==> src/rtl/ringnote_pkg.sv <==
package ringnote_pkg;
   function automatic int words_for(input int bits_per_hop, input int hops);
      return (31 + bits_per_hop * hops) / 32;
   endfunction
   localparam int CNT_FIELD_W = 11;
endpackage

==> src/rtl/rn_status_bank.sv <==
module rn_status_bank #(
   parameter int HOPS = 20,
   parameter int NSW  = 2,
   parameter int IW   = 6
) (
   input  logic              clk,
   input  logic              rst_n,
   input  logic [3*HOPS-1:0] evt_vec,
   input  logic              clr_en,
   input  logic [IW-1:0]     clr_idx,
   output logic [3*HOPS-1:0] pend,
   output logic [31:0]       rd_word
);
   localparam int NB   = 3 * HOPS;
   localparam int PADW = NSW * 32;

   logic [PADW-1:0] pend_pad;
   logic [PADW-1:0] clr_pad;

   assign pend_pad = PADW'(pend);

   for (genvar w = 0; w < NSW; w++) begin : g_word
      assign clr_pad[w*32 +: 32] = {32{clr_en && (clr_idx == IW'(w))}};

      a_r3_word_cleared: assert property (@(posedge clk) disable iff (!rst_n)
         (clr_en && clr_idx == IW'(w) && evt_vec == '0) |=> (pend_pad[w*32 +: 32] == 32'h0));
   end

   always_ff @(posedge clk) begin
      if (!rst_n) pend <= '0;
      else        pend <= (pend & ~clr_pad[NB-1:0]) | evt_vec;
   end

   always_comb begin
      rd_word = 32'h0;
      for (int w = 0; w < NSW; w++)
         if (clr_idx == IW'(w)) rd_word = pend_pad[w*32 +: 32];
   end

   a_r4_event_kept: assert property (@(posedge clk) disable iff (!rst_n)
      (|evt_vec) |=> ((pend & $past(evt_vec)) == $past(evt_vec)));
endmodule

==> src/rtl/rn_enable_bank.sv <==
module rn_enable_bank #(
   parameter int HOPS = 20,
   parameter int NEW  = 2,
   parameter int IW   = 6
) (
   input  logic              clk,
   input  logic              rst_n,
   input  logic              wr_hit,
   input  logic [IW-1:0]     idx,
   input  logic [31:0]       wdata,
   output logic [2*HOPS-1:0] en,
   output logic [31:0]       rd_word
);
   localparam int PW = NEW * 32;
   localparam logic [PW-1:0] ONE   = PW'(1);
   localparam logic [PW-1:0] VMASK = (ONE << (2 * HOPS)) - ONE;

   logic [PW-1:0] en_pad;

   always_ff @(posedge clk) begin
      if (!rst_n) en_pad <= '0;
      else if (wr_hit) begin
         for (int w = 0; w < NEW; w++)
            if (idx == IW'(w)) en_pad[w*32 +: 32] <= wdata & VMASK[w*32 +: 32];
      end
   end

   always_comb begin
      rd_word = 32'h0;
      for (int w = 0; w < NEW; w++)
         if (idx == IW'(w)) rd_word = en_pad[w*32 +: 32];
   end

   assign en = en_pad[2*HOPS-1:0];

   a_r5_write_lands: assert property (@(posedge clk) disable iff (!rst_n)
      (wr_hit && idx == '0) |=> (en_pad[31:0] == ($past(wdata) & VMASK[31:0])));
endmodule

==> src/rtl/rn_irq_ctrl.sv <==
module rn_irq_ctrl #(
   parameter int NSW = 2,
   parameter int IW  = 6
) (
   input  logic           clk,
   input  logic           rst_n,
   input  logic           pend_any,
   input  logic           rd_hit,
   input  logic [IW-1:0]  rd_idx,
   output logic           irq
);
   logic [NSW-1:0] seen;
   logic           armed;

   assign armed = &seen;

   always_ff @(posedge clk) begin
      if (!rst_n) begin
         irq  <= 1'b0;
         seen <= '1;
      end else if (!irq && armed && pend_any) begin
         irq  <= 1'b1;
         seen <= '0;
      end else begin
         if (rd_hit && rd_idx == '0) irq <= 1'b0;
         for (int w = 0; w < NSW; w++)
            if (rd_hit && rd_idx == IW'(w)) seen[w] <= 1'b1;
      end
   end

   a_r8_blocked_until_all_read: assert property (@(posedge clk) disable iff (!rst_n)
      (!irq && !armed) |=> !irq);
   a_r8_record_cleared_on_fire: assert property (@(posedge clk) disable iff (!rst_n)
      $rose(irq) |-> (seen == '0));
   a_r7_word0_drops_irq: assert property (@(posedge clk) disable iff (!rst_n)
      (irq && rd_hit && rd_idx == '0) |=> !irq);
endmodule

==> src/rtl/ringnote_agg.sv <==
module ringnote_agg
   import ringnote_pkg::*;
#(
   parameter int HOPS     = 20,
   parameter int ADDR_W   = 6,
   parameter int EN_BASE  = 16,
   parameter int CNT_ADDR = 32
) (
   input  logic              clk,
   input  logic              rst_n,
   input  logic [HOPS-1:0]   tx_done,
   input  logic [HOPS-1:0]   rx_done,
   input  logic [HOPS-1:0]   rx_ovf,
   input  logic              rd_en,
   input  logic              wr_en,
   input  logic [ADDR_W-1:0] addr,
   input  logic [31:0]       wdata,
   output logic [31:0]       rdata,
   output logic              irq
);
   localparam int NSW = words_for(3, HOPS);
   localparam int NEW = words_for(2, HOPS);

   if (HOPS < 1 || HOPS >= (1 << CNT_FIELD_W)) begin : g_bad_hops
      $error("HOPS out of range for the count field");
   end
   if (NSW > EN_BASE || EN_BASE + NEW > CNT_ADDR || CNT_ADDR >= (1 << ADDR_W)) begin : g_bad_map
      $error("address map regions overlap or exceed ADDR_W");
   end

   logic              stat_sel, en_sel, cnt_sel;
   logic [ADDR_W-1:0] en_idx;
   logic [3*HOPS-1:0] evt_vec, pend, en_exp;
   logic [2*HOPS-1:0] en;
   logic [31:0]       stat_word, en_word, cnt_word;

   assign stat_sel = addr < ADDR_W'(NSW);
   assign en_sel   = (addr >= ADDR_W'(EN_BASE)) && (addr < ADDR_W'(EN_BASE + NEW));
   assign cnt_sel  = addr == ADDR_W'(CNT_ADDR);
   assign en_idx   = addr - ADDR_W'(EN_BASE);
   assign evt_vec  = {rx_ovf, rx_done, tx_done};
   assign cnt_word = 32'(HOPS);

   for (genvar h = 0; h < HOPS; h++) begin : g_hop
      assign en_exp[h]          = en[HOPS + h];
      assign en_exp[HOPS + h]   = en[h];
      assign en_exp[2*HOPS + h] = en[h];
   end

   rn_status_bank #(.HOPS(HOPS), .NSW(NSW), .IW(ADDR_W)) u_stat (
      .clk(clk), .rst_n(rst_n), .evt_vec(evt_vec),
      .clr_en(rd_en && stat_sel), .clr_idx(addr),
      .pend(pend), .rd_word(stat_word));

   rn_enable_bank #(.HOPS(HOPS), .NEW(NEW), .IW(ADDR_W)) u_en (
      .clk(clk), .rst_n(rst_n), .wr_hit(wr_en && en_sel), .idx(en_idx),
      .wdata(wdata), .en(en), .rd_word(en_word));

   rn_irq_ctrl #(.NSW(NSW), .IW(ADDR_W)) u_irq (
      .clk(clk), .rst_n(rst_n), .pend_any(|(pend & en_exp)),
      .rd_hit(rd_en && stat_sel), .rd_idx(addr), .irq(irq));

   always_ff @(posedge clk) begin
      if (!rst_n)                 rdata <= 32'h0;
      else if (rd_en && stat_sel) rdata <= stat_word;
      else if (rd_en && en_sel)   rdata <= en_word;
      else if (rd_en && cnt_sel)  rdata <= cnt_word;
      else                        rdata <= 32'h0;
   end

   a_r6_disabled_never_fires: assert property (@(posedge clk) disable iff (!rst_n)
      (!irq && ((pend & en_exp) == '0)) |=> !irq);
   a_r9_count_readout: assert property (@(posedge clk) disable iff (!rst_n)
      (rd_en && cnt_sel) |=> (rdata == 32'(HOPS)));
   a_r9_idle_rdata_zero: assert property (@(posedge clk) disable iff (!rst_n)
      !rd_en |=> (rdata == 32'h0));
endmodule

==> config.mk <==
export PLATFORM = sky130hd
export DESIGN_NAME = ringnote_agg
export DESIGN_NICKNAME = d
export VERILOG_FILES = /design/src/rtl/ringnote_pkg.sv /design/src/rtl/rn_status_bank.sv /design/src/rtl/rn_enable_bank.sv /design/src/rtl/rn_irq_ctrl.sv /design/src/rtl/ringnote_agg.sv
export SDC_FILE = /design/constraint.sdc
export NUM_CORES = 1
export LEC_CHECK = 0
export BUFFER_PORTS_ARGS = -buffer_cell sky130_fd_sc_hd__buf_4
export CAP_MARGIN = 5
export CORE_MARGIN = 2
export CORE_UTILIZATION = 45
export DETAILED_ROUTE_END_ITERATION = 16
export MAX_ROUTING_LAYER = met4
export PLACE_DENSITY = 0.71
export SYNTH_ARGS = -nofsm -noshare
export SYNTH_HDL_FRONTEND = slang
export SYNTH_SLANG_ARGS = --single-unit
export TNS_END_PERCENT = 20
==> constraint.sdc <==
create_clock -name clk -period 2.3 [get_ports clk]
set_input_delay 0 -clock clk [delete_from_list [all_inputs] [get_ports clk]]
set_output_delay 0 -clock clk [all_outputs]
set_load 0.01 [all_outputs]
[After elaboration in Yosys (flattened, before gate mapping)]
Cells that the tools add are included.
Storage, ports and cells
  flip-flop bits (word level): 135
  input port bits: 102
  output and inout bits: 33
  word-level logic and storage cells: 48
Cells by class
  add/subtract/negate cells: 1
  order comparisons: 3
  equal/unequal tests: 3
  multiplexer cells: 12
  bitwise logic cells: 4
  reduce and logical (&&, ||, !) cells: 18
Operators with widths (count)
  32-bit 2-to-1 mux: 6
  60-bit AND: 2
  60-bit inverter: 1
  60-bit bitwise OR: 1
  60-bit OR reduction: 1
  6-bit by 1-bit == test with 1-bit output, second input constant: 2
  6-bit zero test: 2
  1-bit logical AND: 9
  6-bit == test, second input constant: 1
  6-bit by 5-bit greater-or-equal comparator with 1-bit output, second input constant: 1
  6-bit by 2-bit < comparator with 1-bit output, second input constant: 1
  6-bit by 5-bit < comparator with 1-bit output, second input constant: 1
  2-bit AND reduction: 3
  6-bit by 5-bit subtractor with 6-bit output, second input constant: 1
  5-bit 2-to-1 mux: 1
  1-bit 2-to-1 mux: 4
  2-bit nonzero test: 2
  2-bit 2-to-1 mux: 1
  1-bit zero test: 1

[Longest topological paths before layout]
Gate-level depths: netlist (run 1).
  word-level depth: 6
  depth in mapped cells: 8
  depth with buffers taken out: 5

[Cells and area by module]
Synthesis (run 1) repeated with hierarchy kept, for this count alone.
Second synthesis, totals
  cell total of the unflattened synthesis: 670
  area total of the unflattened synthesis: 6099.6 um^2
Modules (own cells, without submodules)
  rn_status_bank: times used 1, cells an instance 308, area an instance 2630.0 um^2, seq. area each 1201.2 um^2
  rn_enable_bank: times used 1, cells an instance 215, area an instance 1879.3 um^2, seq. area each 800.8 um^2
  ringnote_agg: times used 1, cells an instance 133, area an instance 1458.9 um^2, seq. area each 640.6 um^2
  rn_irq_ctrl: times used 1, cells an instance 14, area an instance 131.4 um^2, seq. area each 60.1 um^2

[Least setup slack after synthesis (run 1)]
Ideal clock, no wire load.
  path kind: flip-flop to flip-flop
  start point: register u_stat.pend[45]
  end point: register u_irq.irq
  arrival: 1577 ps
  path slack: 605 ps
  stages on the path, launching flop included: 6
  path buffers: 0
  clock period less this slack: 1695 ps
  path through: dfxtp_1 -> a22o_1 -> a221oi_1 -> nand4_1 -> or4_1 -> a32o_1
On the way
  longest elaborated chain between the ends: 4
  elaborated cells between the ends (all ways): 5
  classes of those cells: 1 x mux; 1 x bitwise; 3 x reduce/logical
RTL lines
  start: declaration: RTL line rn_status_bank.sv:11  | output logic [3*HOPS-1:0] pend,
  start signal: assignment: RTL line rn_status_bank.sv:31  | else pend <= (pend & ~clr_pad[NB-1:0]) | evt_vec;
  60-bit AND (*): RTL line ringnote_agg.sv:60  | .clk(clk), .rst_n(rst_n), .pend_any(|(pend & en_exp)),
  60-bit OR reduction (*): RTL line ringnote_agg.sv:60
  1-bit logical AND (*): RTL line rn_irq_ctrl.sv:21  | end else if (!irq && armed && pend_any) begin
  1-bit 2-to-1 mux or 2-bit nonzero test (tied branches)
  end signal: assignment: RTL line rn_irq_ctrl.sv:19  | irq <= 1'b0;
  end signal: assignment: RTL line rn_irq_ctrl.sv:22  | irq <= 1'b1;
  end signal: assignment: RTL line rn_irq_ctrl.sv:25  | if (rd_hit && rd_idx == '0) irq <= 1'b0;
  end: declaration: RTL line rn_irq_ctrl.sv:10  | output logic irq
Every way passes the cells marked *; elsewhere a longest branch is shown, timed or not.
A chain may end at the register's enable or synchronous reset.

[Worst setup path after layout (run 1)]
  start point: register u_en.en_pad[19]
  end point: register u_irq.irq
On the way
  longest elaborated chain between the ends: 4
  elaborated cells between the ends (all ways): 5
  classes of those cells: 1 x mux; 1 x bitwise; 3 x reduce/logical
RTL lines
  start: declaration: RTL line rn_enable_bank.sv:18  | logic [PW-1:0] en_pad;
  start signal: indexed assignment: RTL line rn_enable_bank.sv:24  | if (idx == IW'(w)) en_pad[w*32 +: 32] <= wdata & VMASK[w*32 +: 32];
  60-bit AND (*): RTL line ringnote_agg.sv:60
  60-bit OR reduction (*): RTL line ringnote_agg.sv:60
  1-bit logical AND (*): RTL line rn_irq_ctrl.sv:21
  1-bit 2-to-1 mux or 2-bit nonzero test (tied branches)
Marked as above.

==> out/qor.csv, run 1 <==
metric;value;unit
outcome;finished, final reports clean;
place_inst;876;
path_clk_slew;60;ps
cp_cell_sequence;a22o_1, a221oi_1, nand4_1, or4_1, a32o_1;
antenna_found_initial;0;
synth-edff-count;0;
cts_setup_buffers;0;
startpoint_type;register;
synth-seq-cells;135;
final_antenna_net_count;0;
die_area;13180;um^2
critPathKind;register to register;
vias_per_cell;5.626;
synth.top_cell.area_share;48.94;%
synth_top_cell_by_area;dfxtp_1;
grt_pass1_wl;30940;um
gp_congestion;0.9352;
slowest_stage;or4_1;
fp.coreArea;12010;um^2
fp.dieH;114.8;um
ff_latch_area;2703;um^2
crit_path_max_incr_delay;580;ps
fmax;0.4756;GHz
crit_buf_inv;0;
synthFlopType;dfxtp_1;
netlist-cell-type-count;39;
rsz0062_at_grt;no;
port_buffers;134;
tritoncts;built;
finalCriticalPeriod;2102;ps
crit_required;2610;ps
clock_sinks;135;
syn_to_final_growth;47.28;%
synthTopCellsByArea;dfxtp_1, a21oi_1, nor2b_1;
hold_viol;0;
fin_tns_setup;0;ps
clock_skew;7.523;ps
critPathCaptureType;register;
die_w;114.8;um
drtPass1Iterations;6;
cap_violations;0;
slew_headroom;51.43;%
clockPowerShare;46.2;%
layout.cells.non_filler;1002;
synth_nets;729;
met2_usage;50.85;%
multi_input_area;2628;um^2
hp-class;input port to register;
io_pins;135;
layout-drive-gt1-share;21.40;%
hold_slack;78.46;ps
finalSetupViolCount;0;
netSwitchingFraction;22.82;%
first_global_vias;5718;
wl_per_cell;20.16;um
place_hpwl;13390;um
root_buffer;clkbuf_16;
nets;944;
p_switching;1.276;mW
grt_util_met3;6.958;%
p_total;5.592;mW
gr-usage-met1;39.56;%
yosysWarnings;0;
worst_skew_pair.late_latency;430;ps
grt_busiest_layer;met2;
initial_utilization;45.98;%
synthCells;627;
yosysSeqAreaShare;48.94;%
finalMaxSlewViolations;0;
grt_max_degree;60;
intPower;4.316;mW
overflow;0;
synth_area;5523;um^2
numCtsBuffers;17;
async_flop_share;0;%
vias;5637;
final.fill_count;962;
clock_path_buffers;2;
avgSynthCellArea;8.808;um^2
p_per_area;687.5;nW/um^2
drc;0;
drt_wl_total;20200;um
h-tree-depth;4;
drt_iter0_markers;544;
worstPathArrival;2410;ps
leakagePower;3.333;nW
power.share.sequential;45.2;%
grt.total_usage;32.43;%
placed_area;6630;um^2
finalCritPeriodShare;91.41;%
synth_commonest_cells;dfxtp_1, a21oi_1, nand2_1;
ir_drop;461.9;uV
worst_pin_slew;728.5;ps
synth_most_common_cell;dfxtp_1;
final_area;8134;um^2
cp_max_fo;4;
rows;40;
pwr-share-comb;8.6;%
diodes;0;
cp_top_family;compound AO/OA/AOI/OAI gates;
worst paths after layout:
check | startpoint | to | slack (ps) | cells past startpoint
setup reg to reg | u_en.en_pad[19] | u_irq.irq | 200 | 5
hold / removal | rst_n | u_en.en_pad[15] | 80 | 2
hold reg to reg | u_en.en_pad[28] | u_en.en_pad[28] | 490 | 2
setup / recovery | u_en.en_pad[19] | u_irq.irq | 200 | 5
cells in the final DEF (no fill, tap or decap), drive strengths merged, types with 21 or more instances in the layout:
cell,instances
a21boi,32
a21oi,91
and2,29
buf,146
clkbuf,24
dfxtp,135
dlygate4sd3,94
nand2,88
nor2,31
nor2b,72
o31ai,21
logic make-up (layout without fill, tap and decap cells):
group | count (synthesis) | count (layout) | share of synthesized area (%)
and+or+nand+nor | 242 | 242 | 22.93
DFF | 135 | 135 | 48.94
muxes | 14 | 14 | 2.537
buffers and inverters | 46 | 274 | 3.534
AOI/OAI and AO/OA | 190 | 190 | 22.07
sequential cells by signal, indices dropped and copies added, names as in the netlist:
| signal | flops |
|---|---|
| u_en.en_pad | 40 |
| u_irq.seen | 2 |
| u_stat.pend | 60 |
| u_irq.irq | 1 |
| rdata | 32 |
area by class of cell:
type                    count  share of cell area [%]
clock buffers              24                   6.045
clock inverters             8                  0.8768
inverters                   2                 0.09229
multi-input cells         446                   32.30
flip-flops and latches    135                   33.23
well taps                 147                   2.261
repair buffers            240                   25.20
per-stage QoR:
| step | util, % | worst slack (ps) |
|---|---|---|
| after floorplan | - | 605.1 |
| after global placement | 55.20 | 203.6 |
| after detailed placement | 55.20 | 253.9 |
| after CTS | 67.72 | 237.0 |
| after global routing | 67.72 | 168.7 |
| final | 67.72 | 197.5 |
power by group through the flow:
stage / registers (mW) / clock network (mW) / logic, mW
final: 2.53 / 2.58 / 0.480
after global placement: 2.57 / 0 / 0.330
after CTS: 2.52 / 2.60 / 0.469
after floorplan: 2.52 / 0 / 0.162
after global routing: 2.53 / 2.71 / 0.516
after detailed placement: 2.57 / 0 / 0.339
per-layer routing:
metal	part of all wire [%]	up-vias
li1	-	2602
met1	42	2707
met2	47	262
met3	7.5	66
met4	4.3	0
met5	0	-
repair_timing:
item | 4_1_cts | 5_1_grt
hold buffers | 94 | 0
endpoints found under the hold margin | 101 | 0
resized for setup | 0 | 0
(Power assumes the default switching activity.)
==> inputs of run 2 (changes only) <==
--- a/config.mk
+++ b/config.mk
@@ -11,8 +11,9 @@
 export CORE_UTILIZATION = 45
 export DETAILED_ROUTE_END_ITERATION = 16
 export MAX_ROUTING_LAYER = met4
-export PLACE_DENSITY = 0.71
+export PLACE_DENSITY = 0.7
 export SYNTH_ARGS = -nofsm -noshare
 export SYNTH_HDL_FRONTEND = slang
+export SYNTH_HIERARCHICAL = 1
 export SYNTH_SLANG_ARGS = --single-unit
 export TNS_END_PERCENT = 20
==> out/qor.csv, run 2 <==
metric;value;unit
slowest_stage;or4_4;
fp.coreArea;13240;um^2
met2_usage;49.15;%
finalSetupViolCount;0;
startpoint_type;input port;
min_delay_path_depth;4;
synth.top_cell.area_share;44.31;%
initial_utilization;46.06;%
intPower;4.403;mW
h-tree-depth;4;
top_register;u_stat/pend;
grt_max_degree;138;
reg2reg_to;u_irq/irq;
finalCritPeriodShare;92.49;%
pwr-share-comb;10.6;%
p_switching;1.372;mW
finalCriticalPeriod;2127;ps
crit_buf_inv;4;
drc;0;
leakagePower;3.698;nW
path_clk_slew;50;ps
worst_pin_slew;619.3;ps
outcome;finished, final reports clean;
multi_input_area;3012;um^2
synth_top_cell_by_area;dfxtp_1;
vias;6396;
netSwitchingFraction;23.76;%
synthCells;670;
critPathCaptureType;register;
grt_util_met3;8.491;%
hold-path-endpoint;rdata[4];
final_cell_mix;buf_4, dfxtp_1, dlygate4sd3_1, nand2_1, o21ai_0;
clockPowerShare;45.9;%
fmax;0.4701;GHz
yosysSeqAreaShare;44.31;%
hold_start;addr[5];
io_pins;135;
synthFlopType;dfxtp_1;
critPathKind;input port to register;
ff_latch_area;2703;um^2
finalMaxSlewViolations;0;
place_hpwl;15280;um
nets;995;
avgSynthCellArea;9.104;um^2
hp-class;input port to register;
cts_setup_buffers;0;
synth-seq-cells;135;
yosysWarnings;6;
reg2reg_slack;250;ps
netlist-cell-type-count;39;
critPathMostFrequentCell;inv_1;
slew_headroom;58.67;%
first_global_vias;6179;
crit_path_max_incr_delay;560;ps
final.fill_count;1024;
largest_reg_flops;60;
final_antenna_net_count;0;
clock_sinks;135;
p_per_area;652.7;nW/um^2
synth_area;6100;um^2
tritoncts;built;
numCtsBuffers;17;
worstReg2RegStart;u_en/en_pad[16];
grt_pass1_wl;34870;um
synth-edff-count;0;
crit_required;2660;ps
gr-usage-met1;43.12;%
cp_max_fo;8;
top_regs;u_stat/pend x60, u_en/en_pad x40, rdata x32;
cp_cell_sequence;buf_4, inv_1, ha_1, inv_1, or4_4, or2_2, nor2_1, nand3_1, a31oi_1, dlygate4sd3_1;
fin_util;66.81;%
synth_commonest_cells;dfxtp_1, nand2_1, o21ai_0;
fin_tns_setup;0;ps
rsz0062_at_grt;no;
antenna_found_initial;1;
drtPass1Iterations;5;
drt_wl_total;23430;um
clock_path_buffers;2;
reg2regPathDepth;6;
grt_busiest_layer;met2;
layout_commonest_cell;buf_4;
grt.total_usage;32.78;%
synth_nets;776;
layout-drive-gt1-share;24.64;%
worstPathArrival;2490;ps
fp.dieH;120.4;um
clock_skew;6.684;ps
hold_viol;0;
die_w;120.4;um
port_buffers;134;
vias_per_cell;5.933;
worst_skew_pair.late_latency;420;ps
gp_congestion;0.9978;
rows;42;
cap_violations;0;
die_area;14500;um^2
drt_iter0_markers;804;
cp_top_family;simple AND/OR/NAND/NOR gates;
ir_drop;498.9;uV
overflow;0;
root_buffer;clkbuf_16;
syn_to_final_growth;45.05;%
wl_per_cell;21.73;um
power.share.sequential;43.5;%
async_flop_share;0;%
synthTopCellsByArea;dfxtp_1, mux2i_1, a22o_1;
synth_most_common_cell;dfxtp_1;
## run 2: layer usage
metal  wire, um  vias to the layer above
met3       2023                       41
met5          0                        -
li1           -                     2883
met1      10060                     3106
met4        566                        0
met2      10770                      366
## run 2: layout make-up
| class | count | share of cell area [%] |
|---|---|---|
| clock buffer | 21 | 5.317 |
| inverter | 36 | 1.527 |
| antenna | 1 | 0.02828 |
| timing repair buffer | 252 | 24.89 |
| tap | 176 | 2.489 |
| clock inverter | 10 | 1.160 |
| multi-input combinational | 447 | 34.04 |
| sequential | 135 | 30.55 |
## run 2: how the worst max path moves through the flow
stage	from	end	slack, ps	cells after the start
floorplan	u_en/en_pad[16]	u_irq/irq	470	6
global placement	u_en/en_pad[7]	u_irq/irq	220	6
detailed placement	u_en/en_pad[16]	u_irq/irq	240	6
CTS	addr[4]	rdata[2]	210	10
global route	addr[4]	rdata[2]	90	10
finish	addr[4]	rdata[2]	170	10
## run 2: per-stage QoR
stage	area [um^2]	total power, mW	worst slack (ps)	hold WS [ps]	instances
finish	8847	5.775	172.7	14.73	1078
global route	8847	5.934	94.39	29.89	1078
CTS	8845	5.764	206.9	6.557	1077
detailed placement	7331	3.021	236.8	264.5	952
global placement	7331	3.005	218.2	260.9	952
floorplan	6100	2.724	473.4	79.99	670
## run 2: cell families after synthesis
logic type,synth area share (%)
fa+ha+maj,0.8205
compound gates,26.32
flops,44.31
simple gates,14.13
buf+inv,6.544
mux,7.877
## run 2: power groups by stage
stage               Sequential, mW  Clock (mW)  Combinational, mW
finish                        2.51        2.65              0.612
global route                  2.51        2.77              0.653
CTS                           2.51        2.66              0.594
detailed placement            2.56           0              0.465
global placement              2.55           0              0.451
floorplan                     2.51           0              0.214
## run 2: timing repair
| item | in CTS | in global routing |
|---|---|---|
| gates resized for setup | 0 | 0 |
| endpoints found under the hold margin | 102 | 0 |
| hold buffers | 94 | 0 |
## run 2: worst register-to-register path, delay by kind of cell (launching register included)
family | cells | cell delay, ps
and+or+nand+nor | 3 | 940
DFF | 1 | 340
AOI/OAI and AO/OA | 3 | 660
